===== config.mk =====
export PLATFORM = sky130hd
export DESIGN_NAME = adc_seq_ctrl
export DESIGN_NICKNAME = d
export VERILOG_FILES = /design/src/rtl/adc_seq_pkg.sv /design/src/rtl/adc_tick_gen.sv /design/src/rtl/adc_frame_fsm.sv /design/src/rtl/adc_sar_reg.sv /design/src/rtl/adc_seq_ctrl.sv
export SDC_FILE = /design/constraint.sdc
export NUM_CORES = 1
export LEC_CHECK = 0
export BUFFER_PORTS_ARGS = -buffer_cell sky130_fd_sc_hd__buf_4
export CORE_MARGIN = 2
export CORE_UTILIZATION = 47
export DETAILED_ROUTE_END_ITERATION = 7
export HOLD_SLACK_MARGIN = 0.15
export PLACE_DENSITY = 0.73
export SLEW_MARGIN = 20
export SYNTH_ARGS = -nofsm -noshare
export SYNTH_HDL_FRONTEND = slang
export SYNTH_SLANG_ARGS = --single-unit

===== constraint.sdc =====
create_clock -name clk -period 2 [get_ports clk]
set_input_delay 0.1 -clock clk [delete_from_list [all_inputs] [get_ports clk]]
set_output_delay 0.1 -clock clk [all_outputs]
set_load 0.01 [all_outputs]

===== src/rtl/adc_seq_pkg.sv =====
package adc_seq_pkg;
  typedef enum logic [1:0] {
    PH_IDLE    = 2'd0,
    PH_HOLDOFF = 2'd1,
    PH_CONVERT = 2'd2
  } phase_e;
endpackage


===== src/rtl/adc_tick_gen.sv =====
module adc_tick_gen #(
  parameter int DIV_A = 2,
  parameter int DIV_B = 8,
  parameter int DIV_C = 32
) (
  input  logic       clk,
  input  logic       rst_n,
  input  logic       run,
  input  logic       use_rc,
  input  logic [1:0] div_sel,
  input  logic       rc_tick,
  output logic       tick
);
  localparam int CW = (DIV_C > 2) ? $clog2(DIV_C) : 1;

  logic [CW-1:0] cnt;
  logic [CW-1:0] lim;
  logic          wrap;

  // terminal count of the divider for the captured setting
  always_comb begin
    case (div_sel)
      2'd0:    lim = CW'(DIV_A - 1);
      2'd1:    lim = CW'(DIV_B - 1);
      default: lim = CW'(DIV_C - 1);
    endcase
  end

  assign wrap = (cnt == lim);

  always_ff @(posedge clk or negedge rst_n) begin
    if (!rst_n)               cnt <= '0;
    else if (!run || use_rc)  cnt <= '0;
    else if (wrap)            cnt <= '0;
    else                      cnt <= cnt + 1'b1;
  end

  assign tick = run & (use_rc ? rc_tick : wrap);
endmodule


===== src/rtl/adc_frame_fsm.sv =====
module adc_frame_fsm
  import adc_seq_pkg::*;
#(
  parameter int FRAME   = 12,
  parameter int HOLDOFF = 4,
  parameter int PW      = 4
) (
  input  logic          clk,
  input  logic          rst_n,
  input  logic          go_wr,
  input  logic          clk_sel,
  input  logic [1:0]    div_sel,
  input  logic          tick,
  output logic          busy,
  output logic          run,
  output logic          use_rc,
  output logic [1:0]    div_q,
  output logic [PW-1:0] pcnt,
  output logic          start,
  output logic          done_evt
);
  localparam int HW = (HOLDOFF > 1) ? $clog2(HOLDOFF) : 1;

  phase_e        phase;
  logic [HW-1:0] hold_cnt;
  logic          last_period;

  assign start       = (phase == PH_IDLE) && go_wr;
  assign run         = (phase == PH_CONVERT);
  assign busy        = (phase != PH_IDLE);
  assign last_period = (pcnt == PW'(FRAME - 1));
  assign done_evt    = run && tick && last_period;

  always_ff @(posedge clk or negedge rst_n) begin
    if (!rst_n) begin
      phase    <= PH_IDLE;
      hold_cnt <= '0;
      pcnt     <= '0;
      use_rc   <= 1'b0;
      div_q    <= 2'd0;
    end else begin
      case (phase)
        PH_IDLE: begin
          if (go_wr) begin
            use_rc   <= clk_sel;
            div_q    <= div_sel;
            pcnt     <= '0;
            hold_cnt <= '0;
            phase    <= clk_sel ? PH_HOLDOFF : PH_CONVERT;
          end
        end
        PH_HOLDOFF: begin
          if (hold_cnt == HW'(HOLDOFF - 1)) phase <= PH_CONVERT;
          else                              hold_cnt <= hold_cnt + 1'b1;
        end
        PH_CONVERT: begin
          if (tick) begin
            if (last_period) phase <= PH_IDLE;
            else             pcnt  <= pcnt + 1'b1;
          end
        end
        default: phase <= PH_IDLE;
      endcase
    end
  end
endmodule


===== src/rtl/adc_sar_reg.sv =====
module adc_sar_reg #(
  parameter int NBITS = 10,
  parameter int PW    = 4
) (
  input  logic             clk,
  input  logic             rst_n,
  input  logic             clear,
  input  logic             step,
  input  logic [PW-1:0]    pcnt,
  input  logic             comp_hi,
  output logic [NBITS-1:0] code
);
  // period p ends: resolve bit NBITS-p, then arm bit NBITS-1-p
  always_ff @(posedge clk or negedge rst_n) begin
    if (!rst_n) begin
      code <= '0;
    end else if (clear) begin
      code <= '0;
    end else if (step) begin
      for (int i = 0; i < NBITS; i++) begin
        if (int'(pcnt) == NBITS - i)          code[i] <= comp_hi;
        else if (int'(pcnt) == NBITS - 1 - i) code[i] <= 1'b1;
      end
    end
  end
endmodule


===== src/rtl/adc_seq_ctrl.sv =====
module adc_seq_ctrl #(
  parameter int NBITS   = 10,
  parameter int HOLDOFF = 4,
  parameter int DIV_A   = 2,
  parameter int DIV_B   = 8,
  parameter int DIV_C   = 32
) (
  input  logic             clk,
  input  logic             rst_n,
  input  logic             go_wr,
  input  logic             irq_clr,
  input  logic             clk_sel,
  input  logic [1:0]       div_sel,
  input  logic             rc_tick,
  input  logic             comp_hi,
  output logic [NBITS-1:0] dac_code,
  output logic             sample_en,
  output logic [NBITS-1:0] result,
  output logic             go_done,
  output logic             irq_flag
);
  localparam int FRAME = NBITS + 2;
  localparam int PW    = $clog2(FRAME);

  logic          busy, run, use_rc, start, done_evt, tick;
  logic [1:0]    div_q;
  logic [PW-1:0] pcnt;

  adc_frame_fsm #(.FRAME(FRAME), .HOLDOFF(HOLDOFF), .PW(PW)) u_fsm (
    .clk(clk), .rst_n(rst_n), .go_wr(go_wr), .clk_sel(clk_sel),
    .div_sel(div_sel), .tick(tick), .busy(busy), .run(run),
    .use_rc(use_rc), .div_q(div_q), .pcnt(pcnt), .start(start),
    .done_evt(done_evt)
  );

  adc_tick_gen #(.DIV_A(DIV_A), .DIV_B(DIV_B), .DIV_C(DIV_C)) u_tick (
    .clk(clk), .rst_n(rst_n), .run(run), .use_rc(use_rc),
    .div_sel(div_q), .rc_tick(rc_tick), .tick(tick)
  );

  adc_sar_reg #(.NBITS(NBITS), .PW(PW)) u_sar (
    .clk(clk), .rst_n(rst_n), .clear(start), .step(tick),
    .pcnt(pcnt), .comp_hi(comp_hi), .code(dac_code)
  );

  always_ff @(posedge clk or negedge rst_n) begin
    if (!rst_n)        result <= '0;
    else if (done_evt) result <= dac_code;
  end

  always_ff @(posedge clk or negedge rst_n) begin
    if (!rst_n)        irq_flag <= 1'b0;
    else if (done_evt) irq_flag <= 1'b1;
    else if (irq_clr)  irq_flag <= 1'b0;
  end

  assign go_done   = busy;
  assign sample_en = ~busy;
endmodule


# Word-level counts from Yosys, hierarchy flattened
# Index checks and enable logic that the tools add are counted.
dict set report classes {
  add_sub_neg 3
  mul 0
  div_mod_pow 0
  order_cmp 0
  n_eq_ne 22
  shift 0
  mux 41
  n_bitwise 2
  n_reduce_logical 37
}
# operator n
set ops {}
lappend ops {{$eq A4 B4 Y1 const B} 8}
lappend ops {{$reduce_bool A3 Y1} 10}
lappend ops {{$mux W1} 23}
lappend ops {{$reduce_and A2 Y1} 11}
lappend ops {{$mux W10} 2}
lappend ops {{$mux W2} 7}
lappend ops {{$mux W4} 3}
lappend ops {{$mux W5} 2}
lappend ops {{$pmux W5 S2} 1}
lappend ops {{$reduce_bool A2 Y1} 5}
lappend ops {{$eq A4 B3 Y1 const B} 2}
lappend ops {{$ne A2 B2 Y1 const B} 4}
lappend ops {{$pmux W4 S2} 1}
lappend ops {{$reduce_and A4 Y1} 2}
lappend ops {{$pmux W2 S3} 1}
lappend ops {{$add A5 B1 Y5 const B} 1}
lappend ops {{$eq A5 B5 Y1} 1}
lappend ops {{$add A4 B1 Y4 const B} 1}
lappend ops {{$eq A2 B1 Y1 const B} 2}
lappend ops {{$eq A2 B2 Y1 const B} 2}
lappend ops {{$eq A4 B2 Y1 const B} 1}
lappend ops {{$logic_not A2 Y1} 2}
lappend ops {{$logic_not A4 Y1} 1}
lappend ops {{$ne A2 B1 Y1 const B} 2}
lappend ops {{8 further kinds} 10}
dict set report word_totals {
  reg_bits 37
  latchBits 0
  ram_bits 0
  romBits 0
  input_bits 9
  out_inout_bits 23
  elab_cells 123
  n_memories 0
}

# Longest topological paths before layout
dict set report depth {
  ltp_word 8
  ltp_mapped 8
  depth_no_buf 6
}

# By module
# From an unflattened synthesis, not the netlist that was laid out.
dict set report unflattened {
  cells_unflattened 170
  hier_area_um2 1960.6
}
# mod instances cells_each area_per_inst_um2 seq_area_each_um2
set modules_own_cells {}
lappend modules_own_cells {adc_frame_fsm 1 57 628.1 275.3}
lappend modules_own_cells {adc_sar_reg 1 58 573.0 250.2}
lappend modules_own_cells {adc_seq_ctrl 1 25 449.2 275.3}
lappend modules_own_cells {adc_tick_gen 1 30 310.3 125.1}

# Worst setup path before layout
# No wires, ideal clock.
dict set report synth_path {
  path_type {register -> register}
  start {register u_tick.cnt[2]}
  end {register result[1]}
  setup_ns 0.125
  t_arrival_ns 1.939
  required_ns 1.875
  path_slack_ns -0.064
  path_stages_with_launch 7
  n_path_buf 1
  synth_period_minus_slack_ns 2.064
  cell_sequence {dfrtp_1 or4_4 a221oi_4 a21o_4 nand3_2 buf_6 mux2_4}
}
dict set report synth_via {
  elab_chain_cells 5
}
# item line
set synth_rtl {}
lappend synth_rtl {{from (decl)} adc_tick_gen.sv:16} ;# logic [CW-1:0] cnt;
lappend synth_rtl {{from (signal assigned)} adc_tick_gen.sv:35} ;# else cnt <= cnt + 1'b1;
lappend synth_rtl {{$eq A5 B5 Y1} adc_tick_gen.sv:29} ;# assign wrap = (cnt == lim);
lappend synth_rtl {{$mux W1} adc_tick_gen.sv:38} ;# assign tick = run & (use_rc ? rc_tick : wrap);
lappend synth_rtl {{$and A1 B1 Y1} adc_tick_gen.sv:38}
lappend synth_rtl {{$logic_and A1 B1 Y1 (2 in series)} adc_frame_fsm.sv:32} ;# assign done_evt = run && tick && last_period;
lappend synth_rtl {{to (signal assigned)} adc_seq_ctrl.sv:48} ;# else if (done_evt) result <= dac_code;
lappend synth_rtl {{to (decl)} adc_seq_ctrl.sv:18} ;# output logic [NBITS-1:0] result,
# No other way between the ends.
# A chain may end at the register's enable or synchronous reset.

# Final worst setup path
dict set report layout_path {
  start {register u_tick.cnt[1]}
  end {register u_sar.code[9]}
}
dict set report layout_via {
  elab_chain_cells 5
}
# item line
set layout_rtl {}
lappend layout_rtl {{$eq A5 B5 Y1} adc_tick_gen.sv:29}
lappend layout_rtl {{$mux W1} adc_tick_gen.sv:38}
lappend layout_rtl {{$and A1 B1 Y1} adc_tick_gen.sv:38}
lappend layout_rtl {{$reduce_bool A2 Y1 (no line)} -}
lappend layout_rtl {{$reduce_and A2 Y1 (no line)} -}
lappend layout_rtl {{to (decl)} adc_sar_reg.sv:11} ;# output logic [NBITS-1:0] code
# No other way between the ends.

==> results.cfg <==
[run_status]
status = finished, violations left
violations = negative setup slack

[die]
die_h_um = 67.1
die_w_um = 67.1
top_level_ports = 32
core.rowCount = 22
core_area_mm2 = 0.00374
die_area_mm2 = 0.00450
start_util_pct = 50.0

[placement]
placed_area_mm2 = 0.00224
pre_cts_slack_ps = -77.5
io_buffers = 31
dpl.hpwl_um = 2840
gp_congestion = 0.837

[timing]
max_freq_ghz = 0.478
fin_crit_ps = 2090
worstMarginPinSlew_ps = 504
slew_viol_final = 0
final_min_period_over_clock_period_pct = 105
hold_viol = 0
finalSetupViolations = 21
fin_ws_ps = -91.8
rsz0062_at_grt = yes
relSlewSlack_pct = 66.4
fin_worst_skew_ps = 5.78

[routing]
drt_iter0_markers = 135
drt-vias-per-instance = 5.56
route.vias.total = 1502
ant_nets = 0
first_pass_iters = 4
drc_errors = 0
wl_um = 4260
wl_per_cell_um = 15.8

[min_path]
min_to = u_fsm.phase[1]
hp-start = rc_tick
holdPathStages = 4
hold_path_class = in -> reg

[setup_path]
crit_top_cell = buf_4
r2r_setup_slack_ps = -90
crit-reg2reg-launch = u_tick.cnt[1]
worstSetupStartpointType = flop
path_delay_family = compound AO/OA/AOI/OAI gates
max_stage_delay_ps = 550
cp_data_arrival_time_ps = 2290
path_class = reg -> reg
r2r_cells = 8
critPathRequiredTime_ps = 2200
rr_endpoint = u_sar.code[9]
cp_cell_sequence = or4_4, a221oi_4, a21o_4, buf_4, clkbuf_16, buf_4, nand3_1, a32oi_1
path_max_fanout = 4
critPathSlowestCell = or4_4
critPathCaptureType = flop
cp.buffers_inverters = 3

[synth]
yosys_warnings = 0
synth_nets = 182
synth_area_per_cell_um2 = 11.2
seq_area_frac_synth_pct = 49.5
synth_edf_count = 0
synth_cell_types = 43
synthArstFlopShare_pct = 100
synth-main-ff-cell = dfrtp_1
syn_area_mm2 = 0.00187
synthCells = 167
ys_ff_latch = 37

[clock_tree]
cts_sinks = 37
cts_root_buffer = clkbuf_8
cts_tree = built
clkLatencyLatePin_ps = 290
clkTransAtPathRegs_ps = 70
cts_buffers = 5
cts_max_level = 2
cts.path.max_buffers = 2

[global_route]
grt_pass1_wl_um = 6950
grt_start_max_net_pins = 38
overflow = 0
groute.usage.overall_pct = 20.8
antenna_found_initial = 0
grt_pass1_vias = 1469

[finish]
multi_input_area_um2 = 921
insertedDiodeCount = 0
synthToLayoutAreaGrowth_pct = 34.0
design_area_mm2 = 0.00251
fillerInstances = 280
drive_gt1_share_pct = 39.2
final_util_pct = 66.9
nNetsFinal = 236
final_cell_mix = buf_4, dfrtp_1, nand2_1, nor2_1, mux2_4
regArea_um2 = 926
mostFrequentLayoutCell = buf_4

[pwr]
powerDensity_mw_per_mm2 = 1410
ir_drop_mv = 0.654
p_leak_nw = 1.26

[job]
maxCapViolCount = 0
## worst max path at each step
stage                     slack (ps)  depth (start not counted)           start             to
after global placement           -40                          6   u_tick.cnt[1]  u_sar.code[7]
after detailed placement         -80                          6   u_tick.cnt[1]  u_sar.code[7]
after CTS                        -70                          6  u_fsm.div_q[0]      result[6]
after global routing            -140                          8   u_tick.cnt[1]  u_sar.code[0]
final                            -90                          8   u_tick.cnt[1]  u_sar.code[9]
after floorplan                  -20                          6   u_tick.cnt[1]      result[1]
## per-stage QoR
stage | power, mW | TNS [ps] | cells | hold slack [ps]
2_1_floorplan | 2.11 | -154 | 167 | -196
3_3_place_gp | 2.63 | -229 | 250 | 79.1
3_5_place_dp | 2.70 | -903 | 250 | 92.4
4_1_cts | 3.37 | -768 | 267 | 161
5_1_grt | 3.77 | -2460 | 270 | 179
6_report | 3.53 | -980 | 270 | 166
## cell type report
| class | instances | area share [%] |
|---|---|---|
| Clock buffer | 7 | 3.84 |
| Clock inverter | 1 | 0.200 |
| Inverter | 8 | 1.20 |
| Multi-Input combinational cell | 114 | 36.7 |
| Sequential cell | 37 | 36.9 |
| Tap cell | 48 | 2.40 |
| Timing Repair Buffer | 55 | 18.7 |
## power by group
| part | switching, mW | total, mW | internal [mW] |
|---|---|---|---|
| Clock | 0.259 | 0.570 | 0.311 |
| Sequential | 0.249 | 1.24 | 0.988 |
| Combinational | 0.827 | 1.72 | 0.895 |
## kinds of logic (layout without fill, tap and decap cells)
kind of cell | Yosys count | after routing | share of synthesized area [%]
simple gates | 54 | 54 | 14.8
compound gates | 37 | 37 | 16.2
flops | 37 | 37 | 49.5
buf+inv | 16 | 71 | 3.88
mux | 14 | 14 | 10.2
fa+ha+maj | 6 | 6 | 4.01
xor+xnor | 3 | 3 | 1.40
## worst register-to-register path: stages (launching register included)
cell and delay, ps:
dfrtp_1 380, or4_4 550, a221oi_4 270, a21o_4 200, buf_4 130, clkbuf_16 130
buf_4 110, nand3_1 50, a32oi_1 190
## cells in the mapped netlist, types with 2 or more instances
| cell | number | share of area [%] |
|---|---|---|
| or2_2 | 4 | 1.3 |
| dfrtp_1 | 37 | 49 |
| nand2b_1 | 3 | 1.0 |
| nand3_1 | 7 | 1.9 |
| nor2_1 | 10 | 2.0 |
| mux2_2 | 4 | 2.4 |
| a21oi_1 | 6 | 1.6 |
| nand2_1 | 18 | 3.6 |
| o21ai_0 | 2 | 0.54 |
| a31oi_1 | 3 | 1.0 |
| o21bai_1 | 2 | 0.80 |
| ha_1 | 6 | 4.0 |
| a211oi_1 | 3 | 1.2 |
| inv_1 | 8 | 1.6 |
| a22o_1 | 5 | 2.3 |
| xor2_1 | 2 | 0.94 |
| mux2_4 | 9 | 7.2 |
| a32o_1 | 2 | 1.1 |
| a32oi_1 | 6 | 2.8 |
| nor2b_1 | 3 | 1.0 |
| clkbuf_1 | 5 | 1.0 |
## state kept, by name, indices dropped and copies added (netlist names), 2 cells and up
register / cells
u_fsm.div_q: 2
u_fsm.phase: 2
u_fsm.pcnt: 4
result: 10
u_tick.cnt: 5
u_sar.code: 10
u_fsm.hold_cnt: 2
## layer usage
metal / routed length (µm) / track usage, % / vias to the layer above
li1: - / - / 711
met1: 1850 / 27.2 / 735
met2: 2130 / 33.3 / 50
met3: 228 / 6.08 / 6
met4: 50 / 6.12 / 0
met5: 0 / 0 / -
## repair_timing
item | in CTS | in global routing
pin swaps | 1 | 10
hold buffers | 5 | 0
endpoints found under the hold margin | 41 | 0
setup buffers | 4 | 4
endpoints found under the setup margin | 20 | 23
resized for setup | 3 | 6
cloned | 0 | 1
No activity file was read; power rests on OpenSTA's default activity.
